$ cat src/rtl/dsio_pkg.sv
package dsio_pkg;

    typedef enum logic [1:0] {
        SL_RD_ADDR = 2'd0,
        SL_RD_HALF = 2'd1,
        SL_WR_ADDR = 2'd2,
        SL_WR_HALF = 2'd3
    } slot_e;

    function automatic slot_e slot_next(input slot_e s);
        logic [1:0] v;
        v = s;
        v = v + 2'd1;
        return slot_e'(v);
    endfunction

endpackage

$ cat src/rtl/dsio_slot_ctrl.sv
module dsio_slot_ctrl
    import dsio_pkg::*;
(
    input  logic  clk,
    input  logic  rst,
    input  logic  rd_sel,
    input  logic  wr_sel,
    output slot_e slot,
    output logic  rd_acc,
    output logic  wr_acc,
    output logic  err
);

    logic bad_sel;

    assign rd_acc  = rd_sel && (slot == SL_RD_ADDR);
    assign wr_acc  = wr_sel && (slot == SL_WR_ADDR);
    assign bad_sel = (rd_sel && (slot == SL_WR_ADDR)) || (wr_sel && (slot == SL_RD_ADDR));

    always_ff @(posedge clk) begin
        if (rst) begin
            slot <= SL_RD_ADDR;
            err  <= 1'b0;
        end else begin
            slot <= slot_next(slot);
            if (bad_sel) err <= 1'b1;
        end
    end

    assert_err_sticky_R10: assert property (@(posedge clk) disable iff (rst) err |=> err);
    assert_acc_excl_R2: assert property (@(posedge clk) disable iff (rst) wr_acc |=> !rd_acc);

endmodule

$ cat src/rtl/dsio_wr_capture.sv
module dsio_wr_capture #(
    parameter int AW = 4,
    parameter int DW = 8
) (
    input  logic                 clk,
    input  logic                 rst,
    input  logic                 wr_acc,
    input  logic [AW-1:0]        addr,
    input  logic [DW-1:0]        wdata,
    output logic [1:0]           we,
    output logic [1:0][AW-1:0]   wa,
    output logic [DW-1:0]        wd
);

    logic          hold_v;
    logic [AW-1:0] hold_a;

    always_ff @(posedge clk) begin
        if (rst) begin
            hold_v <= 1'b0;
            hold_a <= '0;
        end else begin
            hold_v <= wr_acc;
            if (wr_acc) hold_a <= addr;
        end
    end

    assign we[0] = wr_acc;
    assign wa[0] = addr;
    assign we[1] = hold_v;
    assign wa[1] = hold_a;
    assign wd    = wdata;

    assert_second_word_R3: assert property (@(posedge clk) disable iff (rst)
        we[1] |-> ($past(we[0]) && (wa[1] == $past(wa[0]))));

endmodule

$ cat src/rtl/dsio_sram_array.sv
module dsio_sram_array #(
    parameter int AW = 4,
    parameter int DW = 8
) (
    input  logic               clk,
    input  logic [1:0]         we,
    input  logic [1:0][AW-1:0] wa,
    input  logic [DW-1:0]      wd,
    input  logic [AW-1:0]      ra,
    output logic [1:0][DW-1:0] rd
);

    localparam int DEPTH = 1 << AW;

    for (genvar g = 0; g < 2; g++) begin : g_bank
        logic [DW-1:0] mem [DEPTH];

        always_ff @(posedge clk) begin
            if (we[g]) mem[wa[g]] <= wd;
        end

        assign rd[g] = mem[ra];
    end

endmodule

$ cat src/rtl/dsio_rd_pipe.sv
module dsio_rd_pipe #(
    parameter int AW        = 4,
    parameter int DW        = 8,
    parameter int LAT_SHORT = 2,
    parameter int LAT_LONG  = 3
) (
    input  logic               clk,
    input  logic               rst,
    input  logic               rd_acc,
    input  logic               lat_long,
    input  logic [AW-1:0]      addr,
    input  logic [1:0][DW-1:0] rd,
    input  logic [1:0]         we,
    input  logic [1:0][AW-1:0] wa,
    input  logic [DW-1:0]      wd,
    output logic [AW-1:0]      ra,
    output logic [DW-1:0]      rdata,
    output logic               rvalid,
    output logic               echo
);

    localparam int SHD = LAT_LONG + 1;

    logic [SHD-1:0]      sh;
    logic                lng;
    logic                ld0, ld1;
    logic [1:0][DW-1:0]  fwd;
    logic [DW-1:0]       out_d;

    always_ff @(posedge clk) begin
        if (rst) begin
            sh  <= '0;
            lng <= 1'b0;
            ra  <= '0;
        end else begin
            sh <= {sh[SHD-2:0], rd_acc};
            if (rd_acc) begin
                ra  <= addr;
                lng <= lat_long;
            end
        end
    end

    assign ld0 = lng ? sh[LAT_LONG-1] : sh[LAT_SHORT-1];
    assign ld1 = lng ? sh[LAT_LONG]   : sh[LAT_SHORT];

    always_comb begin
        for (int w = 0; w < 2; w++) begin
            fwd[w] = (we[w] && (wa[w] == ra)) ? wd : rd[w];
        end
        out_d = ld1 ? fwd[1] : fwd[0];
    end

    always_ff @(posedge clk) begin
        if (rst) begin
            rdata  <= '0;
            rvalid <= 1'b0;
            echo   <= 1'b0;
        end else begin
            rvalid <= ld0 | ld1;
            if (ld0 | ld1) begin
                rdata <= out_d;
                echo  <= ~echo;
            end
        end
    end

    assert_lat_short_R5: assert property (@(posedge clk) disable iff (rst)
        (rd_acc && !lat_long) |-> ##3 rvalid);
    assert_lat_long_R4: assert property (@(posedge clk) disable iff (rst)
        (rd_acc && lat_long) |-> ##4 rvalid);
    assert_burst_two_R7: assert property (@(posedge clk) disable iff (rst)
        $rose(rvalid) |=> rvalid ##1 !rvalid);
    assert_hold_idle_R7: assert property (@(posedge clk) disable iff (rst)
        !rvalid |-> $stable(rdata));
    assert_echo_word_R8: assert property (@(posedge clk) disable iff (rst)
        rvalid |-> (echo != $past(echo)));
    assert_echo_idle_R8: assert property (@(posedge clk) disable iff (rst)
        !rvalid |-> $stable(echo));

endmodule

$ cat src/rtl/dsio_sram.sv
module dsio_sram
    import dsio_pkg::*;
#(
    parameter int AW        = 4,
    parameter int DW        = 8,
    parameter int LAT_SHORT = 2,
    parameter int LAT_LONG  = 3
) (
    input  logic          clk,
    input  logic          rst,
    input  logic          lat_long,
    input  logic          rd_sel,
    input  logic          wr_sel,
    input  logic [AW-1:0] addr,
    input  logic [DW-1:0] wdata,
    output logic [DW-1:0] rdata,
    output logic          rvalid,
    output logic          echo,
    output logic [1:0]    slot_o,
    output logic          err_o
);

    slot_e              slot;
    logic               rd_acc, wr_acc;
    logic [1:0]         we;
    logic [1:0][AW-1:0] wa;
    logic [DW-1:0]      wd;
    logic [AW-1:0]      ra;
    logic [1:0][DW-1:0] rd;

    dsio_slot_ctrl u_slot (
        .clk    (clk),
        .rst    (rst),
        .rd_sel (rd_sel),
        .wr_sel (wr_sel),
        .slot   (slot),
        .rd_acc (rd_acc),
        .wr_acc (wr_acc),
        .err    (err_o)
    );

    dsio_wr_capture #(.AW(AW), .DW(DW)) u_wr (
        .clk    (clk),
        .rst    (rst),
        .wr_acc (wr_acc),
        .addr   (addr),
        .wdata  (wdata),
        .we     (we),
        .wa     (wa),
        .wd     (wd)
    );

    dsio_sram_array #(.AW(AW), .DW(DW)) u_mem (
        .clk (clk),
        .we  (we),
        .wa  (wa),
        .wd  (wd),
        .ra  (ra),
        .rd  (rd)
    );

    dsio_rd_pipe #(.AW(AW), .DW(DW), .LAT_SHORT(LAT_SHORT), .LAT_LONG(LAT_LONG)) u_rd (
        .clk      (clk),
        .rst      (rst),
        .rd_acc   (rd_acc),
        .lat_long (lat_long),
        .addr     (addr),
        .rd       (rd),
        .we       (we),
        .wa       (wa),
        .wd       (wd),
        .ra       (ra),
        .rdata    (rdata),
        .rvalid   (rvalid),
        .echo     (echo)
    );

    assign slot_o = slot;

    assert_slot_step_R1: assert property (@(posedge clk) disable iff (rst)
        ($past(slot_o) == 2'd3) |-> (slot_o == 2'd0));

endmodule

$ cat config.mk
export PLATFORM = sky130hd
export DESIGN_NAME = dsio_sram
export DESIGN_NICKNAME = d
export VERILOG_FILES = /design/src/rtl/dsio_pkg.sv /design/src/rtl/dsio_slot_ctrl.sv /design/src/rtl/dsio_wr_capture.sv /design/src/rtl/dsio_sram_array.sv /design/src/rtl/dsio_rd_pipe.sv /design/src/rtl/dsio_sram.sv
export SDC_FILE = /design/constraint.sdc
export NUM_CORES = 1
export LEC_CHECK = 0
export ABC_AREA = 1
export BUFFER_PORTS_ARGS = -buffer_cell sky130_fd_sc_hd__buf_2
export CORE_MARGIN = 1
export CORE_UTILIZATION = 40
export CTS_BUF_LIST = sky130_fd_sc_hd__clkbuf_8
export DETAILED_ROUTE_END_ITERATION = 8
export HOLD_SLACK_MARGIN = 0.15
export MAX_ROUTING_LAYER = met4
export SLEW_MARGIN = 20
export SYNTH_ARGS = -nofsm -noshare
export SYNTH_HDL_FRONTEND = slang
export SYNTH_SLANG_ARGS = --single-unit
$ cat constraint.sdc
create_clock -name clk -period 2.7 [get_ports clk]
set_input_delay 0.27 -clock clk [delete_from_list [all_inputs] [get_ports clk]]
set_output_delay 0.27 -clock clk [all_outputs]
set_load 0.01 [all_outputs]
Yosys cells after proc, flatten, opt, wreduce, memory -nomap -nowiden
Memories as Yosys holds them, arrays and structs flattened. A register that Yosys moved wholly into a read port is not among the register bits.
Cells that the tools add are included.
Widths: inputs -> output; s select.
{"block": "op_classes", "n_addsub": 1, "n_eq_ne": 3, "n_mux": 13, "n_bitwise": 2, "n_reduce_logical": 8}
{"op": "$mux 8", "n": 3}
{"op": "$mux 4", "n": 4}
{"op": "$eq 4x4->1", "n": 2}
{"op": "$logic_and 1x1->1", "n": 6}
{"op": "$mux 1", "n": 6}
{"op": "$add 2x1->2 const B", "n": 1}
{"op": "$eq 2x2->1 const B", "n": 1}
{"op": "$logic_not 2->1", "n": 1}
{"op": "$logic_or 1x1->1", "n": 1}
{"op": "$not 1->1", "n": 1}
{"op": "$or 1x1->1", "n": 1}
{"block": "totals", "reg_bits": 27, "ram_bits": 256, "wordCells": 39, "n_memories": 2}
{"memory": "u_mem.g_bank[0].mem", "depth": 16, "width": 8, "rd": 1, "rd_ports_with_merged_regs": 1, "write_ports": 1, "line_no": "dsio_sram_array.sv:16", "source": "logic [DW-1:0] mem [DEPTH];"}
{"memory": "u_mem.g_bank[1].mem", "depth": 16, "width": 8, "rd": 1, "rd_ports_with_merged_regs": 1, "write_ports": 1, "line_no": "dsio_sram_array.sv:16"}

Longest topological paths before layout
{"block": "depth", "ltp_word": 5, "depth_mapped": 14}

By module
From an unflattened synthesis, not the netlist that was laid out.
{"block": "unflattened", "hier_cells": 1356, "hier_area_um2": 12909.9}
{"module": "dsio_sram_array", "instances": 1, "cells_each": 1089, "area_each_um2": 11188.2}
{"module": "dsio_rd_pipe", "instances": 1, "cells_each": 203, "area_each_um2": 1262.5}
{"module": "dsio_wr_capture", "instances": 1, "cells_each": 43, "area_each_um2": 312.8}
{"module": "dsio_slot_ctrl", "instances": 1, "cells_each": 21, "area_each_um2": 146.4}

Least setup slack after synthesis
No wires, ideal clock.
{"block": "synth_path", "path_kind": "register to register", "from": "register u_slot.slot[0]", "to": "memory u_mem.g_bank[0].mem[14][0], enable pin", "setup_ns": 0.383, "arrival_ns": 1.536, "required_time_ns": 2.317, "path_slack_ns": 0.781, "path_stages_with_launch": 7, "path_buffers": 0, "period_less_slack_ns": 1.919, "path_cell_list": "dfxtp_1 inv_1 ha_1 nand2_2 clkinv_2 nand3_1 nor3_1"}
{"block": "synth_between", "elab_chain_len": 4}
{"item": "from (decl)", "line_no": "dsio_slot_ctrl.sv:8", "source": "output slot_e slot,"}
{"item": "from (signal assigned)", "line_no": "dsio_slot_ctrl.sv:25", "source": "slot <= slot_next(slot);"}
{"item": "$eq 2x2->1", "line_no": "dsio_slot_ctrl.sv:17", "source": "assign wr_acc = wr_sel && (slot == SL_WR_ADDR);"}
{"item": "$logic_and 1x1->1", "line_no": "dsio_slot_ctrl.sv:17"}
{"item": "$mux 1", "line_no": "dsio_sram_array.sv:19", "source": "if (we[g]) mem[wa[g]] <= wd;"}
{"item": "$mux 1 (not written as such)", "line_no": "dsio_sram_array.sv:19"}
{"item": "to (decl)", "line_no": "dsio_sram_array.sv:16"}
No other way between the ends.

Worst setup path in the final report
{"block": "layout_path", "from": "register u_slot.slot[0]", "to": "memory u_mem.g_bank[0].mem[5][0], enable pin"}
The elaborated chain is that of the path after synthesis.

==> metrics <==
Critical R2R Capture u_mem.g_bank[0].mem[5][0]; Worst EP required 2870 ps; Clock Path Buffers 3; Total GRT Usage 20.99%; DR DRC count 0; Post-Syn Area per Cell 9.987 sq um; Tmin final 2021 ps; Final Util 46.47%; cts bufs inserted 48; depth of the most critical reg-to-reg path 6; Placed Cells 1630; delay of the slowest critical-path stage 620 ps; grt total ovfl 0; final worst slack 678.8 ps; Syn Inst Count 1230; FF/Latch Area 8313 sq um; clk_lat worst skew 560 ps; CTS sink count 287; Filler cells 2851; top_reg_cell synth edfxtp_1; via density per instance 4.999; r2r setup slk 680 ps; # H-tree levels 2; Worst IR Drop VDD 0.3962 mV; Fin. Hold Viols 0; max frequency 0.4948 GHz; CTS root buf clkbuf_8; clock-pin slew on the worst setup and hold paths 60 ps; port bufs 29; Yosys top cell area share 62.58%; antenna cells 0; Setup TNS 0 ps; Routed wire per std cell 17.98 um; FF-to-FF Start u_slot.slot[0]; Slew headroom 41.41%; asr flop ratio synth 0%; post-route ant nets 0; Critical Path AT 2190 ps; Core Area 29950 sq um; io pins 30; Worst Tran Pin Value 875.6 ps; finished layout cell area 13920 sq um; Multi-input gate area 3229 sq um; non-filler instance count after layout 1727; element type at the critical path start register; hold path depth 1; placed instance area 12980 sq um; Die ar. 31420 sq um; Via Count 8634; Worst Hold End u_mem.g_bank[0].mem[2][5]; Chip Width 177.2 um; Total Nets Final 1322; Worst path slowest cell nor2_1; most common cell in the netlist nand2_1; #FFs+latches synth 287; largest net degree at the start of global routing 73; vias in the first global route 8157; Critical Path, Cell by Cell inv_1 > ha_1 > nand2_2 > clkinv_2 > nand3_1 > nor2_1; Max-Cap Viols 0; WP buf/inv 2; final setup violation count 0; number of synthesized flops with an enable pin 256; outcome completed; Initial Util 41.01%; share of cells above drive strength 1 10.47%; sequential fraction of the synthesis area 67.63%; first-pass GRT wire length 47960 um; initial DRC count 839; most instantiated cells after synthesis nand2_1, edfxtp_1, nand3_1; Setup crit start u_slot.slot[0]; family with the most delay on the worst path simple AND/OR/NAND/NOR gates; DRT Wirelength 31040 um; mapped cell area 12280 sq um; Hold WS 188.2 ps; Pwr Density 663.7 nW/um^2; post-layout total power 9.240 mW; initial antenna violation count 0; Post-DP HPWL 18760 um; WS Path Type reg2reg; unrepaired setup endpoints after global routing false; Worst setup EP type register; max-slew violation count 0; largest cells by area after synthesis edfxtp_1, nand2_1, nand3_1, dfxtp_1, inv_1; area grow syn2layout 13.32%; worst hold start wdata[5]; Synth area leader edfxtp_1; final worst-path cycle share 74.86%; Post-Synthesis Net Count 1249; worst hold path class in2reg; leakage 5.736 nW; YS warnings 0; cell row count 63; Setup WS pre-CTS 720.5 ps; gpl congestion 0.9037; die height 177.2 um; drt first pass iters 5; Distinct cells, synth 29; TritonCTS clock tree yes; skew final 27.03 ps; Post-CTS Setup Repair Bufs 0; crit-path max FO 10
==> placed cells by master (no fill, tap or decap), drive strengths merged, types with 13 or more instances in the layout <==
cell         count
dfxtp           31
nand3          171
edfxtp         256
buf             69
inv            132
clkinv          20
o21ai           22
dlygate4sd3     13
nand2          446
clkbuf          49
nor2           101
==> routing by layer <==
| metal | GRT usage (%) | routed length (um) |
|---|---|---|
| met3 | 3.694 | 1987 |
| met5 | - | 0 |
| met4 | 6.681 | 856 |
| met1 | 29.51 | 14320 |
| met2 | 30.78 | 13880 |
==> kinds of logic (layout without fill, tap and decap cells) <==
logic type	Yosys count	in the layout	synth area share, %
flip-flops	287	287	67.63
XOR/XNOR	2	2	0.1426
AO/OA/AOI/OAI	34	34	1.477
buffers and inverters	176	283	6.081
adder cells (fa/ha/maj)	2	2	0.2037
AND/OR/NAND/NOR	729	729	24.47
==> what timing repair did <==
action / CTS / global route
hold buffers: 13 / 0
resized for setup: 0 / 0
endpoints found under the setup margin: 0 / 0
endpoints found under the hold margin: 37 / 0
==> how the worst max path moves through the flow <==
stage,to,slack [ps],cells past startpoint
floorplan,u_mem.g_bank[0].mem[14][0],780,6
global placement,u_mem.g_bank[0].mem[5][2],830,6
detailed placement,u_mem.g_bank[0].mem[4][0],720,6
CTS,u_mem.g_bank[0].mem[5][0],660,6
global route,u_mem.g_bank[0].mem[5][0],490,6
finish,u_mem.g_bank[0].mem[5][0],680,6
==> where the power goes <==
part	internal [mW]	leakage (nW)	switching, mW	total, mW
registers	4.88	2.56	0.0443	4.93
clock network	1.67	0.484	1.67	3.33
logic	0.289	2.70	0.688	0.977
==> sequential cells by signal (all words and copies together) (netlist names), named ones only <==
signal,count
u_mem.g_bank.mem,256
u_rd.echo,1
u_rd.lng,1
u_rd.ra,4
u_rd.rdata,8
u_rd.rvalid,1
u_rd.sh,4
u_slot.err,1
u_slot.slot,2
u_wr.hold_a,4
u_wr.hold_v,1
==> final cells by class <==
cell class	instances	area share, %
Clock buffer	49	4.844
Clock inverter	35	0.9797
Inverter	117	3.173
Multi-Input combinational cell	767	23.20
Sequential cell	287	59.72
Tap cell	390	3.505
Timing Repair Buffer	82	4.584
Power figures use the tool's default switching activity.
